$ cat src/rtl/ilv_fifo_pkg.sv
// Package: shared types for the interleaved dual-bank FIFO.
// Assumes nothing beyond IEEE 1800-2017 enums.
package ilv_fifo_pkg;

    // Operation applied to the prefetch stage in one cycle.
    typedef enum logic [1:0] {
        PF_IDLE = 2'b00,
        PF_POP  = 2'b01,
        PF_LOAD = 2'b10,
        PF_BOTH = 2'b11
    } pf_op_e;

endpackage

$ cat src/rtl/ilv_bank.sv
// Module: ilv_bank
// Single-port synchronous RAM model. One access per cycle: a write when
// we is high, otherwise a read when en is high. Read data is registered
// and holds its value until the next read.
// Assumes the caller never requests a read and a write in the same cycle.
module ilv_bank #(
    parameter int DW   = 8,
    parameter int ROWS = 8,
    localparam int RW  = (ROWS > 1) ? $clog2(ROWS) : 1
) (
    input  logic          clk,
    input  logic          en,
    input  logic          we,
    input  logic [RW-1:0] addr,
    input  logic [DW-1:0] wdata,
    output logic [DW-1:0] rdata
);

    logic [DW-1:0] mem [ROWS];

    // Single port: write or registered read, chosen by we.
    always_ff @(posedge clk) begin
        if (en) begin
            if (we) begin
                mem[addr] <= wdata;
            end else begin
                rdata <= mem[addr];
            end
        end
    end

endmodule

$ cat src/rtl/ilv_prefetch.sv
// Module: ilv_prefetch
// Two-slot output buffer. Slot 0 is the head shown to the read port.
// Loads arrive from RAM and pops come from the consumer, and both may
// happen in the same cycle.
// Assumes a load never arrives while both slots are full unless a pop
// occurs in that cycle, and a pop never arrives while the stage is empty.
module ilv_prefetch
    import ilv_fifo_pkg::*;
#(
    parameter int DW = 8
) (
    input  logic          clk,
    input  logic          rst_n,
    input  logic          load,
    input  logic [DW-1:0] load_data,
    input  logic          pop,
    output logic [DW-1:0] head,
    output logic          valid,
    output logic [1:0]    occ
);

    logic [DW-1:0] slot0, slot1;
    pf_op_e        op;

    // Encode this cycle's operation.
    always_comb op = pf_op_e'({load, pop});

    // Occupancy tracking with synchronous active-low reset.
    always_ff @(posedge clk) begin
        if (!rst_n) begin
            occ <= 2'd0;
        end else begin
            case (op)
                PF_POP:  occ <= occ - 2'd1;
                PF_LOAD: occ <= occ + 2'd1;
                default: occ <= occ;
            endcase
        end
    end

    // Data slots: shift on pop and fill the first free slot on load.
    always_ff @(posedge clk) begin
        case (op)
            PF_POP: slot0 <= slot1;
            PF_LOAD: begin
                if (occ == 2'd0) slot0 <= load_data;
                else             slot1 <= load_data;
            end
            PF_BOTH: begin
                if (occ == 2'd1) begin
                    slot0 <= load_data;
                end else begin
                    slot0 <= slot1;
                    slot1 <= load_data;
                end
            end
            default: ;
        endcase
    end

    assign head  = slot0;
    assign valid = (occ != 2'd0);

endmodule

$ cat src/rtl/ilv_fifo.sv
// Module: ilv_fifo (top)
// Single-clock FIFO on two single-port banks. Entry k goes to bank k%2,
// row k/2. A fetch pointer reads unread entries into a two-slot prefetch
// stage, but never from the bank being written in the same cycle.
// Assumes DEPTH is an even power of two, 4 <= DEPTH <= 512.
module ilv_fifo #(
    parameter int DW    = 8,
    parameter int DEPTH = 16
) (
    input  logic                         clk,
    input  logic                         rst_n,
    input  logic                         wr_req,
    input  logic [DW-1:0]                wr_data,
    input  logic                         rd_req,
    output logic [DW-1:0]                rd_data,
    output logic                         full,
    output logic                         empty,
    output logic [$clog2(DEPTH+1)-1:0]   count
);

    localparam int ROWS = DEPTH / 2;
    localparam int PW   = $clog2(DEPTH);
    localparam int RW   = (ROWS > 1) ? $clog2(ROWS) : 1;
    localparam int CW   = $clog2(DEPTH + 1);
    localparam logic [CW-1:0] FULL_LVL = CW'(DEPTH);

    logic [PW-1:0] wptr, fptr;
    logic [CW-1:0] cnt_q, ram_cnt;
    logic          pend_q, pend_bank_q;
    logic          wr_acc, rd_acc, fetch, slot_free, pf_valid;
    logic [1:0]    pf_occ;
    logic [2:0]    pf_need;
    logic [1:0]    bk_we, bk_re;
    logic [DW-1:0] bk_rdata [2];

    // Acceptance of push and pop at the ports.
    always_comb begin
        rd_acc = rd_req && pf_valid;
        wr_acc = wr_req && (!full || rd_acc);
    end

    // Fetch decision: free slot, unread entry in RAM, and no bank clash.
    always_comb begin
        pf_need   = {1'b0, pf_occ} + {2'b00, pend_q} - {2'b00, rd_acc};
        slot_free = (pf_need < 3'd2);
        fetch     = (ram_cnt != '0) && slot_free &&
                    !(wr_acc && (wptr[0] == fptr[0]));
    end

    // Two banks, each driven by its own write or fetch strobe.
    for (genvar b = 0; b < 2; b++) begin : g_bank
        logic [RW-1:0] addr_b;

        // Port steering: a write takes priority over the address mux.
        always_comb begin
            bk_we[b] = wr_acc && (wptr[0] == 1'(b));
            bk_re[b] = fetch  && (fptr[0] == 1'(b));
            addr_b   = bk_we[b] ? RW'(wptr[PW-1:1]) : RW'(fptr[PW-1:1]);
        end

        ilv_bank #(.DW(DW), .ROWS(ROWS)) u_bank (
            .clk   (clk),
            .en    (bk_we[b] | bk_re[b]),
            .we    (bk_we[b]),
            .addr  (addr_b),
            .wdata (wr_data),
            .rdata (bk_rdata[b])
        );
    end

    // Pointers, counters and the in-flight read marker.
    always_ff @(posedge clk) begin
        if (!rst_n) begin
            wptr        <= '0;
            fptr        <= '0;
            ram_cnt     <= '0;
            cnt_q       <= '0;
            pend_q      <= 1'b0;
            pend_bank_q <= 1'b0;
        end else begin
            wptr        <= wptr + PW'(wr_acc);
            fptr        <= fptr + PW'(fetch);
            ram_cnt     <= ram_cnt + CW'(wr_acc) - CW'(fetch);
            cnt_q       <= cnt_q + CW'(wr_acc) - CW'(rd_acc);
            pend_q      <= fetch;
            pend_bank_q <= fptr[0];
        end
    end

    ilv_prefetch #(.DW(DW)) u_pf (
        .clk       (clk),
        .rst_n     (rst_n),
        .load      (pend_q),
        .load_data (bk_rdata[pend_bank_q]),
        .pop       (rd_acc),
        .head      (rd_data),
        .valid     (pf_valid),
        .occ       (pf_occ)
    );

    assign full  = (cnt_q == FULL_LVL);
    assign empty = !pf_valid;
    assign count = cnt_q;

endmodule

$ cat config.mk
export PLATFORM = sky130hd
export DESIGN_NAME = ilv_fifo
export DESIGN_NICKNAME = d
export VERILOG_FILES = /design/src/rtl/ilv_fifo_pkg.sv /design/src/rtl/ilv_bank.sv /design/src/rtl/ilv_prefetch.sv /design/src/rtl/ilv_fifo.sv
export SDC_FILE = /design/constraint.sdc
export NUM_CORES = 1
export LEC_CHECK = 0
export ABC_AREA = 1
export BUFFER_PORTS_ARGS = -buffer_cell sky130_fd_sc_hd__buf_2
export CORE_UTILIZATION = 47
export DETAILED_ROUTE_END_ITERATION = 8
export GPL_TIMING_DRIVEN = 0
export HOLD_SLACK_MARGIN = 0.08
export SLEW_MARGIN = 25
export SYNTH_ARGS = -nofsm -noshare
export SYNTH_HDL_FRONTEND = slang
export SYNTH_HIERARCHICAL = 1
export SYNTH_SLANG_ARGS = --single-unit
$ cat constraint.sdc
create_clock -name clk -period 4.95 [get_ports clk]
set_input_delay 0.7425 -clock clk [delete_from_list [all_inputs] [get_ports clk]]
set_output_delay 0.7425 -clock clk [all_outputs]
set_load 0.02 [all_outputs]
After elaboration in Yosys (flattened, before gate mapping) --
Memory sizes are Yosys's and may differ from the RTL's. A register that Yosys moved wholly into a read port is not among the register bits. Index checks and enable logic that the tools add are counted.
Storage, ports and cells: bits in registers 38, memory bits (writable) 128, bits of input ports 12, output and inout port bits 15, logic and storage cells 80, memories 2
Cells by class: add/subtract/negate cells 10, $lt $le $gt $ge 2, equal/unequal tests 9, multiplexer cells 18, bitwise logic cells 7, reductions and logical operators 23
Memories:
- g_bank[0].u_bank.mem | depth 8, bits a word 8, rd ports 1, clocked after Yosys merged registers in 1, write ports 1, line ilv_bank.sv:19 | logic [DW-1:0] mem [ROWS];
- g_bank[1].u_bank.mem | depth 8, bits a word 8, rd ports 1, clocked after Yosys merged registers in 1, write ports 1, line ilv_bank.sv:19
Operators with widths (number):
- 8-bit 2-to-1 mux | 7
- 8-bit case mux with 3 select lines | 1
- 8-bit case mux with 2 select lines | 1
- 5-bit by 1-bit adder with 5-bit output | 2
- 5-bit by 1-bit subtractor with 5-bit output | 2
- 1-bit logical AND | 9
- 4-bit by 1-bit adder with 4-bit output | 2
- 1-bit 2-to-1 mux | 6
- 3-bit 2-to-1 mux | 2
- 2-bit AND reduction | 3
- 2-bit nonzero test | 3
- 5-bit == test, second input constant | 1
- 5-bit nonzero test | 1
- 2-bit by 1-bit == test with 1-bit output, second input constant | 2
- 2-bit == test, second input constant | 2
- 2-bit != test, second input constant | 2
- 1-bit NOT | 4
- 2-bit case mux with 2 select lines | 1
- 2-bit by 1-bit adder with 3-bit output | 1
- 1-bit logical NOT | 3
- 3-bit by 2-bit less-than comparator with 1-bit output, second input constant | 1
- 3-bit AND reduction | 1
- 3-bit nonzero test | 1
- 3-bit by 1-bit subtractor with 3-bit output | 1
- 9 further kinds | 10

Logic depth before layout (Yosys ltp) --
Gate-level depths: netlist of run 1.
word-level depth 11, mapped depth 23, gate-level depth less buffers 23

By module --
The synthesis of run 1 kept the hierarchy.
By module, submodules not included:
- ilv_bank at g_bank[1].u_bank | times used 1, cells an instance 267, area an instance 3037.9 um2, seq. area each 2162.1 um2
- ilv_bank at g_bank[0].u_bank | times used 1, cells an instance 267, area an instance 3035.4 um2, seq. area each 2162.1 um2
- ilv_fifo | times used 1, cells an instance 188, area an instance 1401.3 um2, seq. area each 400.4 um2
- ilv_prefetch | times used 1, cells an instance 71, area an instance 799.5 um2, seq. area each 520.5 um2

Worst setup path after synthesis of run 1 --
No wires, ideal clock.
path kind in2reg, start point in rd_req, end point mem g_bank[1].u_bank.mem[0][0], enable pin, setup time 0.395 ns, data arrival time 3.414 ns, required time 4.555 ns, slack 1.141 ns, stages 14, buffers on the path 0, cell sequence nand2_1 inv_1 ha_1 inv_1 nand2_1 fa_1 nand3_2 nor2_4 nand2_2 inv_1 ha_1 or2_2 nand2_1 nor4_1
On the way: longest elaborated chain between the ends 10, elaborated cells between the ends (all ways) 16, classes of those cells add/sub (1); order compare (1); mux (4); bitwise (1); reduce/logical (9)
RTL lines:
- start, declared | line ilv_fifo.sv:14 | input logic rd_req,
- 1-bit logical AND * | line ilv_fifo.sv:38 | rd_acc = rd_req && pf_valid;
- via rd_acc | line ilv_fifo.sv:30 | logic wr_acc, rd_acc, fetch, slot_free, pf_valid;
- parallel branches: the longest is 4 deep, another holds 3-bit by 1-bit subtractor with 3-bit output
- 1-bit logical AND * | line ilv_fifo.sv:46 | fetch = (ram_cnt != '0) && slot_free &&
- via fetch | line ilv_fifo.sv:30
- 1-bit logical AND * | line ilv_fifo.sv:57 | bk_re[b] = fetch && (fptr[0] == 1'(b));
- 1-bit bitwise OR * | line ilv_fifo.sv:63 | .en (bk_we[b] | bk_re[b]),
- 1-bit 2-to-1 mux * | line ilv_bank.sv:23 | if (en) begin
- 1-bit 2-to-1 mux (not written as such) * | line ilv_bank.sv:25 | mem[addr] <= wdata;
- end, declared | line ilv_bank.sv:19
Mark *: on every way through the listed nets, which the timed path passes.

Worst setup path in the final report of run 1 --
start point reg u_pf.occ[1], end point mem g_bank[1].u_bank.mem[7][4], enable pin
On the way: longest elaborated chain between the ends 11, elaborated cells between the ends (all ways) 18, classes of those cells add/sub (2); order compare (1); mux (4); bitwise (1); reduce/logical (10)
RTL lines:
- start, declared | line ilv_prefetch.sv:19 | output logic [1:0] occ
- start signal, assigned | line ilv_prefetch.sv:34 | PF_POP: occ <= occ - 2'd1;
- start signal, assigned | line ilv_prefetch.sv:35 | PF_LOAD: occ <= occ + 2'd1;
- 2-bit nonzero test * | line ilv_prefetch.sv:62 | assign valid = (occ != 2'd0);
- via pf_valid | line ilv_fifo.sv:30
- 1-bit logical AND * | line ilv_fifo.sv:38
- via rd_acc | line ilv_fifo.sv:30
- parallel branches: the longest is 4 deep, another holds 3-bit by 1-bit subtractor with 3-bit output
- 1-bit logical AND * | line ilv_fifo.sv:46
- via fetch | line ilv_fifo.sv:30
- 1-bit logical AND * | line ilv_fifo.sv:57
- 1-bit bitwise OR * | line ilv_fifo.sv:63
- 1-bit 2-to-1 mux * | line ilv_bank.sv:23
- 1-bit 2-to-1 mux (not written as such) * | line ilv_bank.sv:25
Marks and branches as above.

==> impl_metrics.yaml, run 1 <==
outcome:
  status: "finished clean"
logic_synthesis:
  synth_top_flop_cell: "edfxtp_1"
  yosys.area.top_type: "edfxtp_1"
  synth_commonest_cells: "nand2_1 (377), edfxtp_1 (160), inv_1 (53)"
  syn_area_um2: 8270
  syn_avg_cell_area_um2: 10.4
  syn_inst: 793
  async_reset_ff_share_pct: 0
  synth-seq-cells: 182
  yosysTopAreaCellShare_pct: 58.1
  synth_edf_count: 160
  syn-num-nets: 831
  yosysWarnings: 6
  post_synth_num_cell_types: 34
  synth_most_common_cell: "nand2_1"
  synth.area.top_cells: "edfxtp_1 (58%), nand2_1 (17%), dfxtp_1 (5.3%), ha_1 (3.5%), inv_1 (2.4%)"
  synth_seq_area_share_pct: 63.4
clock_tree:
  postCtsHoldBufs: 0
  worst_skew_pair.late_latency_ps: 430
  clockBufferDepth: 2
  clkTransAtPathRegs_ps: 60
  cts_tree: "yes"
  cts.htree.levels: 4
  cts_setup_buffers: 0
  cts_num_sinks: 182
  cts_root_buf: "clkbuf_16"
  cts_made_buffers: 17
  ctsResizeCount: 0
global_routing:
  grt_pass1_wl_um: 26400
  grt_usage_pct: 19.4
  antenna_found_initial: 0
  gr-total-overflow: 0
  grt_max_degree: 17
  grt_pass1_vias: 5294
sta:
  fin_ws_ps: 850
  fin_tns_setup_ps: 0
  rsz0062_at_grt: "false"
  min_period_ps: 4100
  fin_skew_ps: 12.8
  fin_crit_sh_pct: 82.8
  finalMaxSlewViolations: 0
  setup_viol: 0
  tightest_slew_ps: 972
  timing.fmax_mhz: 244
  hold_slack_ps: 478
  hold_viol_final: 0
  slew_headroom_pct: 34.7
placement:
  post-place-ws_ps: 764
  port_buffers: 26
  gp_congestion: 0.831
  hpwl_um: 11700
  placedInstanceArea_um2: 8820
worst_setup_path:
  start_kind: "flop"
  rr_startpoint: "u_pf/occ[1]"
  worstReg2RegEnd: "g_bank[1].u_bank/mem[7][4]"
  r2r_cells: 17
  cpPeakStageDelay_ps: 820
  crit_fanout: 8
  cp_slowest_cell: "nor4_2"
  path_cells: "inv_1 -> ha_1 -> inv_1 -> nand2_1 -> inv_1 -> ha_1 -> inv_1 -> nand2_1 -> fa_1 -> nand3_2 -> nor2_4 -> nand2_2 -> inv_1 -> ha_1 -> or2_2 -> nand2_1 -> nor4_2"
  rrSetupSlack_ps: 850
  path_class: "flop to flop"
  cp.required_ps: 4990
  end_kind: "flop"
  crit_top_cell: "inv_1"
  crit_arrival_ps: 4140
routing:
  drtIter0Drc: 310
  wl_per_cell_um: 14.9
  wl_um: 16200
  drc: 0
  vias: 5292
  ant_nets: 0
  vias_per_cell: 4.87
  first_pass_iters: 5
die:
  coreArea_um2: 17200
  die_w_um: 135
  initial_core_util_pct: 48.0
  io-pin-count: 27
  core.rowCount: 48
  die_area_um2: 18100
  die_y_um: 135
power_and_ir_drop:
  leakage_nw: 3.96
  powerDensity_nw_per_um2: 495
  worst_ir_drop_vdd_mv: 0.300
final_layout:
  finalInstanceArea_um2: 9390
  areaGrowthSynthToFinish_pct: 13.5
  drive_gt1_share_pct: 17.9
  final_nets: 887
  diodes: 0
worst_hold_path:
  min_path_cells: 2
  worstHoldStart: "fptr[0]"
  holdPathEnd: "pend_bank_q"
  hp-class: "flop to flop"
job:
  maxCapViolations: 0
## layer usage
metal / track usage, % / routed length (µm)
met5: 0 / 0
met1: 25.8 / 7670
met2: 31.7 / 7650
met4: 6.43 / 231
met3: 4.17 / 683
## registers in the layout, indices dropped and copies added (netlist names), 2 cells and up
name,count
g_bank.u_bank/mem,128
g_bank.u_bank/rdata,16
u_pf/head,8
u_pf/slot1,8
count,5
ram_cnt,5
fptr,4
wptr,4
u_pf/occ,2
## metrics by stage
step / cells / util, % / power, mW
2_1_floorplan: 793 / - / 3.03
3_3_place_gp: 1044 / 50.4 / 3.33
3_5_place_dp: 1055 / 51.2 / 3.39
4_1_cts: 1086 / 54.4 / 4.69
5_1_grt: 1086 / 54.5 / 4.95
6_report: 1086 / 54.5 / 4.65
## area by class of cell
cell class	count	area (µm²)
Clock buffer	20	437
Fill cell	1474	7840
Buffer	28	263
Sequential cell	182	5250
Inverter	58	233
Multi-Input combinational cell	525	2620
Clock inverter	11	129
Timing Repair Buffer	37	188
Tap cell	225	282
## worst max-delay path, delay by kind of cell (launching register included)
| family | cells | cell delay (ps) |
|---|---|---|
| flops | 1 | 410 |
| buf+inv | 5 | 470 |
| fa+ha+maj | 4 | 1140 |
| simple gates | 8 | 1670 |
## placed cells by master, fill, tap and decap left out, drive strengths merged
master      n
inv        58
nor3        2
edfxtp    160
clkinv      5
a21oi       7
or2         2
nor2       24
dfxtp      22
o21ai       9
bufinv      2
clkbuf     21
mux2        8
o21a        1
ha         23
nand3      20
buf        64
xnor2       3
nand2     404
xor2        2
fa          3
nor4       16
nand3b      1
clkinvlp    4
## worst max path at each step
| stage | startpoint | endpoint | slack [ps] | depth (start not counted) |
|---|---|---|---|---|
| 6_report | u_pf/occ[1] | g_bank[1].u_bank/mem[7][4] | 850 | 17 |
| 5_1_grt | u_pf/occ[1] | g_bank[1].u_bank/mem[7][5] | 500 | 17 |
| 4_1_cts | u_pf/occ[1] | g_bank[0].u_bank/mem[5][1] | 800 | 17 |
| 3_5_place_dp | rd_req | g_bank[0].u_bank/mem[5][7] | 760 | 15 |
| 3_3_place_gp | rd_req | g_bank[1].u_bank/mem[6][2] | 260 | 15 |
| 2_1_floorplan | rd_req | g_bank[1].u_bank/mem[0][0] | 1140 | 14 |
## kinds of logic (layout without fill, tap and decap cells)
| logic type | after synthesis | after routing | synth area share (%) |
|---|---|---|---|
| AO/OA/AOI/OAI | 17 | 17 | 1.06 |
| XOR/XNOR | 5 | 5 | 0.529 |
| adder cells (fa/ha/maj) | 26 | 26 | 4.20 |
| buffers and inverters | 86 | 154 | 5.99 |
| flip-flops | 182 | 182 | 63.4 |
| multiplexers | 8 | 8 | 1.09 |
| AND/OR/NAND/NOR | 469 | 469 | 23.7 |
## report_power, final
part / leakage, nW / total [mW] / switching (mW) / internal (mW)
logic: 2.06 / 1.39 / 0.891 / 0.496
registers: 1.63 / 1.97 / 0.0760 / 1.90
clock network: 0.264 / 1.29 / 0.547 / 0.743
total: 3.96 / 4.65 / 1.51 / 3.13
Note: power is estimated with default switching activity, not from simulation.
==> run 2: changes to the inputs <==
--- a/config.mk
+++ b/config.mk
@@ -5,7 +5,7 @@
 export SDC_FILE = /design/constraint.sdc
 export NUM_CORES = 1
 export LEC_CHECK = 0
-export ABC_AREA = 1
+export ABC_AREA = 0
 export BUFFER_PORTS_ARGS = -buffer_cell sky130_fd_sc_hd__buf_2
 export CORE_UTILIZATION = 47
 export DETAILED_ROUTE_END_ITERATION = 8
==> constraint.sdc (replaced) <==
create_clock -name clk -period 3.9 [get_ports clk]
set_input_delay 0.585 -clock clk [delete_from_list [all_inputs] [get_ports clk]]
set_output_delay 0.585 -clock clk [all_outputs]
set_load 0.02 [all_outputs]
==> impl_metrics.yaml, run 2 <==
placement:
  hpwl_um: 8920
  post-place-ws_ps: -496
  gp_congestion: 0.711
  port_buffers: 26
  dp.cells: 692
worst_setup_path:
  start_kind: "flop"
  cp.required_ps: 4040
  crit_fanout: 8
  end_kind: "flop"
  crit_arrival_ps: 3770
  path_class: "flop to flop"
global_routing:
  grt_pass1_wl_um: 20900
  grt_pass1_vias: 3757
  antenna_found_initial: 0
  grt_usage_pct: 17.5
  grt_max_degree: 17
  gr-total-overflow: 0
sta:
  finalMaxSlewViolations: 0
  fin_ws_ps: 265
  rsz0062_at_grt: "false"
  tightest_slew_ps: 706
  hold_viol_final: 0
  timing.fmax_mhz: 275
  fin_skew_ps: 13.4
  fin_tns_setup_ps: 0
  slew_headroom_pct: 52.9
  min_period_ps: 3640
  fin_crit_sh_pct: 93.2
  setup_viol: 0
final_layout:
  n_fill_cell: 1236
  top_regs: "g_bank.u_bank/mem (128), g_bank.u_bank/rdata (16)"
  largest_reg_flops: 128
  multiInputGateArea_um2: 2540
  regMostFlops: "g_bank.u_bank/mem"
  final_nets: 544
  final_cell_mix: "edfxtp_1 (160), buf_2 (33), ha_1 (21), dfxtp_1 (21), mux4_1 (20)"
  fin_cells: 735
  areaGrowthSynthToFinish_pct: 17.2
  drive_gt1_share_pct: 28.3
  diodes: 0
  mostFrequentLayoutCell: "edfxtp_1"
  seq_area_um2: 5250
logic_synthesis:
  post_synth_num_cell_types: 42
  synth_edf_count: 160
  synth_most_common_cell: "edfxtp_1"
  syn-num-nets: 485
  synth_top_flop_cell: "edfxtp_1"
  yosysWarnings: 6
  synth_seq_area_share_pct: 67.0
  syn_inst: 447
  async_reset_ff_share_pct: 0
  syn_avg_cell_area_um2: 17.5
  synth-seq-cells: 182
  yosys.area.top_type: "edfxtp_1"
  synth_commonest_cells: "edfxtp_1 (160), nor2_1 (28), ha_1 (23)"
  yosysTopAreaCellShare_pct: 61.4
  syn_area_um2: 7830
  synth.area.top_cells: "edfxtp_1 (61%), mux4_1 (6.7%), dfxtp_1 (5.6%), ha_1 (3.7%), mux4_2 (2.3%)"
power_and_ir_drop:
  powerDensity_nw_per_um2: 645
  leakage_nw: 3.13
  worst_ir_drop_vdd_mv: 0.332
routing:
  drtIter0Drc: 292
  wl_um: 13600
  first_pass_iters: 4
  wl_per_cell_um: 18.5
  vias: 3866
  drc: 0
  vias_per_cell: 5.26
  ant_nets: 0
die:
  initial_core_util_pct: 48.7
  die_w_um: 131
  core.rowCount: 46
  die_y_um: 131
  coreArea_um2: 16100
  die_area_um2: 17200
  io-pin-count: 27
job:
  maxCapViolations: 0
clock_tree:
  cts_tree: "yes"
  cts.htree.levels: 4
  clkTransAtPathRegs_ps: 60
  worst_skew_pair.late_latency_ps: 430
  cts_root_buf: "clkbuf_16"
  cts_num_sinks: 182
  clockBufferDepth: 2
  cts_made_buffers: 17
outcome:
  status: "finished clean"
worst_hold_path:
  hp-class: "input pin to flop"
==> run 2: worst max-delay path, cell delays in order (launching register included) <==
cell	delay [ps]
dfxtp_1	390
inv_1	70
ha_1	210
inv_1	80
and2_2	200
ha_1	230
nand2b_1	150
fa_1	410
xnor2_2	230
nand3_4	130
a21oi_2	150
ha_1	170
or2_1	200
nand3b_1	230
buf_4	220
nor2_4	120
buf_12	150
==> run 2: metrics by stage <==
step,utilization [%],power [mW],hold slack [ps],instance area (µm²)
global route,57.1,6.26,500,9180
floorplan,-,3.77,487,7830
CTS,56.2,5.94,497,9030
detailed placement,51.5,4.15,522,8270
global placement,51.2,4.10,513,8230
finish,57.1,5.91,499,9180
==> run 2: report_power, final <==
part | leakage (nW) | internal, mW | switching, mW
sequential | 1.63 | 2.43 | 0.104
clock | 0.290 | 1.01 | 0.716
combinational | 1.21 | 0.784 | 0.870
total | 3.13 | 4.22 | 1.69
==> run 2: area by class of cell <==
cell class / instances / share of cell area, %
sequential: 182 / 57.2
multi-input combinational: 224 / 27.7
clock buffer: 18 / 4.68
timing repair buffer: 40 / 3.25
tap: 216 / 2.95
clock inverter: 14 / 1.90
buffer: 20 / 1.54
inverter: 21 / 0.859
==> run 2: cell families after synthesis <==
group                      Yosys count  synth area share [%]
DFF                                182                  67.0
and+or+nand+nor                     85                  5.91
muxes                               71                  15.6
buffers and inverters               41                  2.78
AOI/OAI and AO/OA                   28                  2.62
adders and majority gates           26                  4.44
xor gates and xnor gates            14                  1.66
==> run 2: per-layer routing <==
layer  track usage, %  wire [µm]  vias up
li1                 -          -     1846
met1             23.3       6040     1934
met2             28.1       6880       75
met3             4.42        597       11
met4             5.68        121        0
met5                0          0        -
==> run 2: timing repair <==
item	in CTS	in global routing
endpoints found under the hold margin	0	0
hold buffers	0	0
pin swaps	6	5
setup buffers	5	6
gates resized for setup	26	15
setup endpoints to repair	125	149
==> run 2: worst paths after layout <==
path	from	to	slack (ps)	cells past startpoint
setup / recovery	u_pf/occ[0]	g_bank[0].u_bank/mem[1][5]	260	16
hold / removal	rst_n	u_pf/occ[1]	500	3
setup reg to reg	u_pf/occ[0]	g_bank[0].u_bank/mem[1][5]	260	16
hold reg to reg	fptr[0]	pend_bank_q	530	2
